<file path="src/rtl/qpa_pkg.sv">
package qpa_pkg;

    typedef enum logic [1:0] {
        QE_NONE  = 2'd0,
        QE_INVAL = 2'd1,
        QE_BUSY  = 2'd2,
        QE_NOMEM = 2'd3
    } qerr_e;

    typedef enum logic [1:0] {
        S_IDLE   = 2'd0,
        S_SEARCH = 2'd1,
        S_DONE   = 2'd2
    } qstate_e;

    // configuration word field positions (decoded by the queue datapath)
    localparam int CFG_PAGE_LSB = 14;
    localparam int CFG_SIZE_LSB = 24;
    localparam int CFG_NE_LSB   = 26;
    localparam int CFG_NF_LSB   = 29;
    localparam int WM_MAX       = 7;

    function automatic logic [31:0] cfg_pack(input logic [7:0] page,
                                             input logic [1:0] sz,
                                             input logic [2:0] ne,
                                             input logic [2:0] nf);
        logic [31:0] w;
        w = '0;
        w[CFG_PAGE_LSB +: 8] = page;
        w[CFG_SIZE_LSB +: 2] = sz;
        w[CFG_NE_LSB   +: 3] = ne;
        w[CFG_NF_LSB   +: 3] = nf;
        return w;
    endfunction

endpackage

</file>
<file path="src/rtl/qpa_cfg_table.sv">
module qpa_cfg_table #(
    parameter int NQ = 64,
    parameter int QW = 6,
    parameter int CW = 32
) (
    input  logic          clk,
    input  logic          rst_n,
    input  logic [QW-1:0] rd_idx,
    output logic [CW-1:0] rd_word,
    input  logic          we,
    input  logic [QW-1:0] wr_idx,
    input  logic [CW-1:0] wr_word
);

    logic [CW-1:0] mem [NQ];

    always_ff @(posedge clk or negedge rst_n) begin
        if (!rst_n) begin
            for (int i = 0; i < NQ; i++) mem[i] <= '0;
        end else if (we) begin
            mem[wr_idx] <= wr_word;
        end
    end

    assign rd_word = mem[rd_idx];

endmodule

</file>
<file path="src/rtl/qpa_fit_check.sv">
module qpa_fit_check #(
    parameter int PAGES = 128,
    parameter int PW    = 8
) (
    input  logic [PAGES-1:0] used,
    input  logic [PW-1:0]    cand,
    input  logic [PW-1:0]    npg,
    output logic             fit,
    output logic             past_end
);

    logic [PAGES-1:0] run;
    logic [PAGES-1:0] win;

    assign run      = (PAGES'(1) << npg) - PAGES'(1);
    assign win      = used >> cand;
    assign fit      = ((win & run) == '0);
    assign past_end = ({1'b0, cand} + {1'b0, npg}) > (PW+1)'(PAGES);

endmodule

</file>
<file path="src/rtl/qpa_alloc.sv">
module qpa_alloc #(
    parameter int NQ      = 64,
    parameter int PAGES   = 128,
    parameter int PAGE_DW = 16,
    parameter int NCODES  = 4,
    parameter int RSVD    = 4,
    parameter int WMW     = 4
) (
    input  logic                                clk,
    input  logic                                rst_n,
    input  logic                                req_valid,
    input  logic                                req_free,
    input  logic [$clog2(NQ)-1:0]               req_queue,
    input  logic [$clog2(PAGE_DW)+NCODES-1:0]   req_len,
    input  logic [WMW-1:0]                      req_ne_wm,
    input  logic [WMW-1:0]                      req_nf_wm,
    output logic                                busy,
    output logic                                done,
    output logic                                ok,
    output logic [1:0]                          err,
    output logic [$clog2(PAGES):0]              rsp_page,
    output logic [31:0]                         rsp_cfg
);
    import qpa_pkg::*;

    localparam int QW   = $clog2(NQ);
    localparam int PW   = $clog2(PAGES) + 1;
    localparam int LENW = $clog2(PAGE_DW) + NCODES;
    localparam int SZW  = 2;

    qstate_e          state_q, state_d;
    logic [PAGES-1:0] used_q;
    logic [PW-1:0]    cand_q;
    logic [SZW-1:0]   code_q;
    logic [QW-1:0]    queue_q;
    logic [2:0]       ne_q, nf_q;
    qerr_e            err_q;
    logic             ok_q;
    logic [PW-1:0]    page_q;
    logic [31:0]      cfg_q;

    // request decode
    logic           len_ok;
    logic [SZW-1:0] len_code;
    always_comb begin
        len_ok   = 1'b0;
        len_code = '0;
        for (int k = 0; k < NCODES; k++) begin
            if (req_len == LENW'(PAGE_DW << k)) begin
                len_ok   = 1'b1;
                len_code = SZW'(k);
            end
        end
    end

    logic [31:0] rd_word;
    logic        acc, alloc_bad, alloc_busy, go_search, free_hit;
    assign acc        = (state_q == S_IDLE) && req_valid;
    assign alloc_bad  = !len_ok || (req_ne_wm > WMW'(WM_MAX)) || (req_nf_wm > WMW'(WM_MAX));
    assign alloc_busy = (rd_word != '0);
    assign go_search  = acc && !req_free && !alloc_bad && !alloc_busy;
    assign free_hit   = acc && req_free && (rd_word != '0);

    // search datapath
    logic [PW-1:0]    npg;
    logic             fit, past_end, commit;
    logic [PAGES-1:0] set_mask;
    logic [31:0]      new_cfg;
    assign npg      = PW'(1) << code_q;
    assign commit   = (state_q == S_SEARCH) && !past_end && fit;
    assign set_mask = ((PAGES'(1) << npg) - PAGES'(1)) << cand_q;
    assign new_cfg  = cfg_pack(8'(cand_q), code_q, ne_q, nf_q);

    qpa_fit_check #(.PAGES(PAGES), .PW(PW)) u_fit (
        .used     (used_q),
        .cand     (cand_q),
        .npg      (npg),
        .fit      (fit),
        .past_end (past_end)
    );

    // free decode from the stored word
    logic [SZW-1:0]   free_code;
    logic [PW-1:0]    free_page, free_npg;
    logic [PAGES-1:0] free_mask;
    assign free_code = rd_word[CFG_SIZE_LSB +: SZW];
    assign free_page = PW'(rd_word[CFG_PAGE_LSB +: 8]);
    assign free_npg  = PW'(1) << free_code;
    assign free_mask = ((PAGES'(1) << free_npg) - PAGES'(1)) << free_page;

    qpa_cfg_table #(.NQ(NQ), .QW(QW), .CW(32)) u_tbl (
        .clk     (clk),
        .rst_n   (rst_n),
        .rd_idx  (req_queue),
        .rd_word (rd_word),
        .we      (commit || free_hit),
        .wr_idx  (commit ? queue_q : req_queue),
        .wr_word (commit ? new_cfg : 32'd0)
    );

    // next state
    always_comb begin
        state_d = state_q;
        unique case (state_q)
            S_IDLE:   if (acc) state_d = go_search ? S_SEARCH : S_DONE;
            S_SEARCH: if (past_end || fit) state_d = S_DONE;
            S_DONE:   state_d = S_IDLE;
            default:  state_d = S_IDLE;
        endcase
    end

    // state register
    always_ff @(posedge clk or negedge rst_n) begin
        if (!rst_n) state_q <= S_IDLE;
        else        state_q <= state_d;
    end

    // datapath registers
    always_ff @(posedge clk or negedge rst_n) begin
        if (!rst_n) begin
            used_q  <= {{(PAGES-RSVD){1'b0}}, {RSVD{1'b1}}};
            cand_q  <= '0;
            code_q  <= '0;
            queue_q <= '0;
            ne_q    <= '0;
            nf_q    <= '0;
            err_q   <= QE_NONE;
            ok_q    <= 1'b0;
            page_q  <= '0;
            cfg_q   <= '0;
        end else begin
            if (acc) begin
                cand_q  <= '0;
                code_q  <= len_code;
                queue_q <= req_queue;
                ne_q    <= req_ne_wm[2:0];
                nf_q    <= req_nf_wm[2:0];
                ok_q    <= 1'b0;
                page_q  <= '0;
                cfg_q   <= '0;
                err_q   <= QE_NONE;
                if (req_free) begin
                    if (free_hit) begin
                        used_q <= used_q & ~free_mask;
                        ok_q   <= 1'b1;
                        page_q <= free_page;
                        cfg_q  <= rd_word;
                    end else begin
                        err_q <= QE_INVAL;
                    end
                end else if (alloc_bad) begin
                    err_q <= QE_INVAL;
                end else if (alloc_busy) begin
                    err_q <= QE_BUSY;
                end
            end
            if (state_q == S_SEARCH) begin
                if (past_end) begin
                    err_q <= QE_NOMEM;
                end else if (fit) begin
                    used_q <= used_q | set_mask;
                    ok_q   <= 1'b1;
                    page_q <= cand_q;
                    cfg_q  <= new_cfg;
                end else begin
                    cand_q <= cand_q + PW'(1);
                end
            end
        end
    end

    // outputs
    always_comb begin
        busy     = (state_q != S_IDLE);
        done     = (state_q == S_DONE);
        ok       = ok_q;
        err      = err_q;
        rsp_page = page_q;
        rsp_cfg  = cfg_q;
    end

    // checks
    logic [PW-1:0] rsp_npg;
    assign rsp_npg = PW'(1) << cfg_q[CFG_SIZE_LSB +: SZW];

    p_reserved_r1: assert property (@(posedge clk) disable iff (!rst_n)
        used_q[RSVD-1:0] == {RSVD{1'b1}});
    p_ok_page_r1: assert property (@(posedge clk) disable iff (!rst_n)
        (done && ok) |-> (page_q >= PW'(RSVD)));
    p_step_r4: assert property (@(posedge clk) disable iff (!rst_n)
        (state_q == S_SEARCH) |=> ((state_q != S_SEARCH) || (cand_q == $past(cand_q) + PW'(1))));
    p_fit_bound_r5: assert property (@(posedge clk) disable iff (!rst_n)
        (done && ok) |-> (({1'b0, page_q} + {1'b0, rsp_npg}) <= (PW+1)'(PAGES)));
    p_nomem_keep_r5: assert property (@(posedge clk) disable iff (!rst_n)
        (done && err_q == QE_NOMEM) |-> (used_q == $past(used_q)));
    p_ignore_r10: assert property (@(posedge clk) disable iff (!rst_n)
        (state_q != S_IDLE) |=> (queue_q == $past(queue_q)));
    p_done_pulse_r11: assert property (@(posedge clk) disable iff (!rst_n)
        done |=> !done);

endmodule

</file>
<file path="config.mk">
export PLATFORM = sky130hd
export DESIGN_NAME = qpa_alloc
export DESIGN_NICKNAME = d
export VERILOG_FILES = /design/src/rtl/qpa_pkg.sv /design/src/rtl/qpa_cfg_table.sv /design/src/rtl/qpa_fit_check.sv /design/src/rtl/qpa_alloc.sv
export SDC_FILE = /design/constraint.sdc
export NUM_CORES = 2
export LEC_CHECK = 0
export BUFFER_PORTS_ARGS = -buffer_cell sky130_fd_sc_hd__buf_2
export CORE_MARGIN = 2
export CORE_UTILIZATION = 40
export CTS_CLUSTER_DIAMETER = 30
export DETAILED_ROUTE_END_ITERATION = 6
export SYNTH_ARGS = -nofsm -noshare
export SYNTH_HDL_FRONTEND = slang
export SYNTH_HIERARCHICAL = 1
export SYNTH_SLANG_ARGS = --single-unit
</file>
<file path="constraint.sdc">
create_clock -name clk -period 18.5 [get_ports clk]
set_clock_uncertainty 0.2 [all_clocks]
set_input_delay 0.925 -clock clk [delete_from_list [all_inputs] [get_ports clk]]
set_output_delay 0.925 -clock clk [all_outputs]
set_load 0.02 [all_outputs]
</file>
After elaboration in Yosys (flattened, before gate mapping)
Cells that the tools add are included.
{"block": "totals", "inputBits": 26, "word_cells": 183, "output_inout_bits": 45, "reg_bits": 2243}
{"block": "op_classes", "n_eq_ne": 8, "n_reduce_logical": 23, "n_mux": 54, "order_cmp": 6, "shift": 7, "n_bitwise": 6, "n_addsub": 4}
{"op": "bitwise mux 2048 bit", "count": 1}
{"op": "two-way mux 128 bit", "count": 6}
{"op": "two-way mux 32 bit", "count": 10}
{"op": "bitwise AND 128 bit", "count": 2}
{"op": "left shift 1 x 8 -> 128 bit (first input constant)", "count": 2}
{"op": "left shift 128 x 8 -> 128 bit", "count": 2}
{"op": "subtractor 128 x 2 -> 128 bit (second input constant)", "count": 2}
{"op": "binary-select mux 32 bit (select 6 bit)", "count": 1}
{"op": "demux 32 bit (select 6 bit)", "count": 1}
{"op": "logical NOT 128 bit", "count": 1}
{"op": "inverter 128 bit", "count": 1}
{"op": "bitwise OR 128 bit", "count": 1}
{"op": "right shift 128 x 8 -> 128 bit", "count": 1}
{"op": "two-way mux 8 bit", "count": 10}
{"op": "nonzero test 32 bit", "count": 1}
{"op": "two-way mux 2 bit", "count": 11}
{"op": "left shift 1 x 2 -> 8 bit (first input constant)", "count": 2}
{"op": "greater-or-equal comparator 7 bit (second input constant)", "count": 2}
{"op": "inverter 6 -> 7 bit", "count": 2}
{"op": "two-way mux 1 bit", "count": 12}
{"op": "adder 8 x 8 -> 9 bit", "count": 1}
{"op": "greater-than comparator 9 x 8 -> 1 bit (second input constant)", "count": 1}
{"op": "logical AND 1 bit", "count": 9}
{"op": "adder 8 x 1 -> 8 bit (second input constant)", "count": 1}
{"op": "other kinds (17)", "count": 25}

Logic depth before layout (Yosys ltp)
{"block": "logic_depth", "depth_word": 16, "depth_mapped": 33, "depth_no_buf": 22}

Cells and area by module
The synthesis kept the hierarchy.
{"module": "qpa_cfg_table", "instances": 1, "area_per_inst_um2": 92481.2, "cells_each": 5788}
{"module": "qpa_alloc", "instances": 1, "area_per_inst_um2": 14876.8, "cells_each": 1862}
{"module": "qpa_fit_check", "instances": 1, "area_per_inst_um2": 14432.6, "cells_each": 1966}

Worst setup path after synthesis
No wires, ideal clock.
{"block": "synth_path", "path_type": "register to register", "startpoint": "reg code_q[1]", "endpoint": "reg u_tbl/mem[513] in the netlist's numbering", "synth_period_minus_slack_ps": 7406, "t_required_ps": 18175, "stages_incl_launch_ff": 30, "arrival_time_ps": 7081, "path_slack_ps": 11094, "path_cell_list": "dfrtp_1 buf_2 buf_2 nor2b_1 buf_2 buf_2 buf_2 nor3_1 nand2_1 ha_1 o221ai_2 nor4_4 nand4_4 nor4_4 a21oi_1 a211o_1 o41ai_1 a21oi_1 nor3_1 nor4bb_1 clkbuf_1 clkbuf_1 clkbuf_1 nand2_1 nand2_1 clkbuf_1 nand3b_1 nor2_1 clkbuf_1 mux2_2"}
{"block": "synth_via", "elab_chain_cells": 13, "elab_cells_between_ends": 19}
{"item": "start, declared", "line": "qpa_alloc.sv:34", "rtl": "logic [SZW-1:0] code_q;"}
{"item": "start signal, assigned", "line": "qpa_alloc.sv:134", "rtl": "code_q <= len_code;"}
{"item": "left shift 1 x 2 -> 8 bit *", "line": "qpa_alloc.sv:69", "rtl": "assign npg = PW'(1) << code_q;"}
{"item": "via npg[2]", "line": "qpa_alloc.sv:65", "rtl": "logic [PW-1:0] npg;"}
{"item": "left shift 1 x 8 -> 128 bit *", "line": "qpa_fit_check.sv:15", "rtl": "assign run = (PAGES'(1) << npg) - PAGES'(1);"}
{"item": "subtractor 128 x 2 -> 128 bit *", "line": "qpa_fit_check.sv:15"}
{"item": "bitwise AND 128 bit *", "line": "qpa_fit_check.sv:17", "rtl": "assign fit = ((win & run) == '0);"}
{"item": "logical NOT 128 bit *", "line": "qpa_fit_check.sv:17"}
{"item": "via fit", "line": "qpa_alloc.sv:66", "rtl": "logic fit, past_end, commit;"}
{"item": "logical AND 1 bit *", "line": "qpa_alloc.sv:70", "rtl": "assign commit = (state_q == S_SEARCH) && !past_end && fit;"}
{"item": "two-way mux 6 bit", "line": "qpa_alloc.sv:97", "rtl": ".wr_idx (commit ? queue_q : req_queue),"}
{"item": "inverter 6 -> 7 bit (not written as such)", "line": "qpa_cfg_table.sv:21", "rtl": "mem[wr_idx] <= wr_word;"}
{"item": "greater-or-equal comparator 7 bit (not written as such) or < comparator 7 x 1 -> 1 bit (tied branches)", "line": "qpa_cfg_table.sv:21"}
{"item": "logical AND 1 bit (not written as such)", "line": "qpa_cfg_table.sv:21"}
{"item": "two-way mux 32 bit (not written as such)", "line": "qpa_cfg_table.sv:21"}
{"item": "demux 32 bit (select 6 bit)", "line": "qpa_cfg_table.sv:21"}
{"item": "bitwise mux 2048 bit", "line": "qpa_cfg_table.sv:21"}
{"item": "end signal, assigned by index", "line": "qpa_cfg_table.sv:21"}
{"item": "end, declared", "line": "qpa_cfg_table.sv:15", "rtl": "logic [CW-1:0] mem [NQ];"}
The timed path passes the listed nets; every way through them passes the cells marked *.
A chain may end at the register's enable or synchronous reset.

Final worst setup path
{"block": "layout_path", "startpoint": "reg code_q[0]", "endpoint": "reg u_tbl/mem[1322] in the netlist's numbering"}
The elaborated chain is that of the path after synthesis.

==> metrics <==
worst hold margin 0.117 ns; first-pass GRT wire length 661,000 um; TritonCTS Buffers 456; via count 89,300; RSZ-0062 raised after global routing false; crit path capture u_tbl/mem[1322]; slew at the pin closest to its max-slew limit 2.38 ns; H-Tree Level Count 5; Yosys top cell area share 46.0%; Pins Over Slew Limit 30; power density over the cells 106 mW/mm2; critical path class reg -> reg; Unique masters post-synth 124; worst reg-to-reg setup slack 7.74 ns; I/O pin count 71; die area 0.309 mm2; failing checks capacitance limit, slew limit; reg2reg start code_q[0]; CP Capture Type flip-flop; Buffers on Ports 70; Post-layout nets 9,545; vias in the first global route 90,800; count leader, synth dfrtp_1; Final HPWL DP 299,000 um; Area contributors post-synth dfrtp_1 (46%), mux2_2 (20%), mux4_2 (12%); drt first pass iters 6; relative slew slack -59.0%; placed cell area 0.126 mm2; Non-Filler Instances 13,900; Main synth FF type dfrtp_1; final setup fails 0; drt wl/cell 33.1 um; Final min period 10.76 ns; Clock Tree Root clkbuf_16; clock slew at reported path FFs 0.05 ns; r2r endpoint u_tbl/mem[1322]; Die X-Extent 556 um; clk_lat worst skew 0.97 ns; initial antenna violation count 26; Worst Path Max Fanout 33; Post-synth EDFFs 0; layout cell share with drive strength beyond 1 42.2%; number of synthesized register bits 2,243; antenna viol nets, final 0; final count of hold timing violations 0; Mapped Area 0.122 mm2; Via-to-Cell Ratio 6.42; area growth from synthesis to layout 17.1%; core box area 0.303 mm2; Starting DRT DRC Count 9,955; Core Util, Final 47.1%; fin crit share 58.2%; VDD IR-drop max 84.4 uV; cell count of the worst reg-to-reg path 23; Post-Synthesis Cells 9,616; global route overflow 0; sequential area share after synthesis 46.1%; top cells by count, synth dfrtp_1 (2,239), mux2_2 (2,160), mux4_2 (658); deepest clock path buffer count 4; GPL Wtd Cong 0.984; post-route setup TNS 0 ns; Avg Inst Size Synth 12.7 um2; f_max 92.9 MHz; CTS tree done; initial core utilization 40.2%; Cells after DPL 13,000; critical path launch point code_q[0]; CP Data Arrival Time 11.34 ns; LEAKAGE 64.4 nW; largest net degree at the start of global routing 168; Tot GR Track Use 29.2%; final instance area 0.143 mm2; hold path depth 2; drt drc 0; DRT Wirelength 459,000 um; worst hold-check path type in -> reg; maxcap violations 3; Synth area leader dfrtp_1; clk sink count 2,243; status complete, but fails checks; required time worst endpoint 19.08 ns; Die Ht 556 um; FFs w/ async S/R, synth 100%; warning count from the yosys run 6; Row Count 202; Worst setup SP type flip-flop
## per-stage QoR
stage                     setup slack, ns  power [mW]
after floorplan                     11.09        5.86
after global placement               8.01        6.29
after detailed placement             7.97        6.32
after CTS                            7.91        15.1
after global routing                 7.26        15.5
final                                7.74        15.1
## power by group
part / switching (mW) / internal (mW)
Sequential: 0.102 / 5.08
Clock: 2.83 / 5.95
Combinational: 0.741 / 0.385
Total: 3.68 / 11.4
## sequential cells by signal, summed over array words and instances (netlist names), 2 cells and up
name       count
ne_q           3
cand_q         8
rsp_cfg       32
rsp_page       8
err            2
queue_q        6
nf_q           3
u_tbl/mem   2048
used_q       128
code_q         2
state_q        2
## cells by family (layout without fill, tap and decap cells)
| logic type | count (synthesis) | count (layout) | synth area share, % |
|---|---|---|---|
| mux | 3057 | 3057 | 34.1 |
| other cells | 2 | 59 | 0.00617 |
| xor+xnor | 60 | 60 | 0.431 |
| buf+inv | 997 | 1239 | 3.60 |
| simple gates | 1691 | 1691 | 6.83 |
| fa+ha+maj | 19 | 19 | 0.199 |
| flops | 2243 | 2243 | 46.1 |
| compound gates | 1547 | 1547 | 8.74 |
## cell type report
type,instances,area (um2)
diodes,16,40.0
clock buffers,552,12400
clock inverters,304,4330
fillers,26500,160000
inverters,50,194
multi-input cells,6417,62000
flip-flops and latches,2243,56200
well taps,3978,4980
repair buffers,333,2460
## repair_timing
action	in CTS	in global routing
hold endpoints to repair	143	0
buffers inserted	0	0
gates resized for setup	0	0
hold buffers	7	0
## how the worst min path moves through the flow
stage               startpoint   endpoint  slack (ns)
global route        req_len[6]  code_q[0]        0.12
floorplan              ne_q[0]    ne_q[0]        0.24
CTS                 req_len[4]  code_q[1]        0.07
detailed placement     ne_q[1]    ne_q[1]        0.26
global placement       ne_q[0]    ne_q[0]        0.25
finish              req_len[4]  code_q[0]        0.12
## critical path, cell delays in order, from the launching register on
cell      delay [ns]
dfrtp_1         0.81
nor2b_2         0.28
buf_4           0.39
or3_1           0.58
nor3_1          0.20
nand2_1         0.24
ha_1            0.27
o221ai_2        0.18
nor4_4          0.64
nand4_4         0.40
nor4_4          0.57
a21oi_1         0.18
a211o_1         0.30
o41ai_1         0.49
a21oi_1         0.13
nor3_1          1.06
nor4bb_4        0.46
buf_4           0.30
nand2_1         0.09
nand2_1         0.15
nor2b_1         0.22
nand3_1         0.67
nor2_4          1.32
mux2_2          0.44
## layer usage
layer	track usage [%]	part of all wire, %	routed length (um)	vias to the layer above
li1	-	-	-	36300
met1	41.0	43	196000	47600
met2	44.0	44	204000	4384
met3	5.79	8.2	37700	974
met4	12.4	4.6	21100	2
met5	0	0.0041	19	-
## layout by cell type, fill, tap and decap left out, types with 34 or more instances in the layout
| cell | count |
|---|---|
| nor2_1 | 449 |
| buf_2 | 66 |
| clkbuf_8 | 55 |
| nor4_1 | 37 |
| a211oi_1 | 67 |
| nor2b_1 | 50 |
| mux4_2 | 658 |
| a22oi_1 | 78 |
| o22ai_1 | 226 |
| o211ai_1 | 63 |
| nand2b_1 | 55 |
| o21ai_0 | 221 |
| mux2i_1 | 239 |
| nand4_1 | 34 |
| clkinv_4 | 38 |
| inv_1 | 40 |
| nor3_1 | 103 |
| a221oi_1 | 59 |
| o221ai_1 | 57 |
| mux2_2 | 2160 |
| buf_4 | 250 |
| a31oi_1 | 64 |
| o31ai_1 | 34 |
| bufinv_16 | 83 |
| dfrtp_1 | 2232 |
| inv_6 | 36 |
| clkbuf_1 | 36 |
| nor2_4 | 59 |
| clkinv_2 | 71 |
| nand3_1 | 114 |
| nand2_1 | 459 |
| clkbuf_16 | 461 |
| xnor2_1 | 39 |
| clkinvlp_4 | 64 |
| conb_1 | 43 |
| a21oi_1 | 298 |
(Power assumes the default switching activity.)
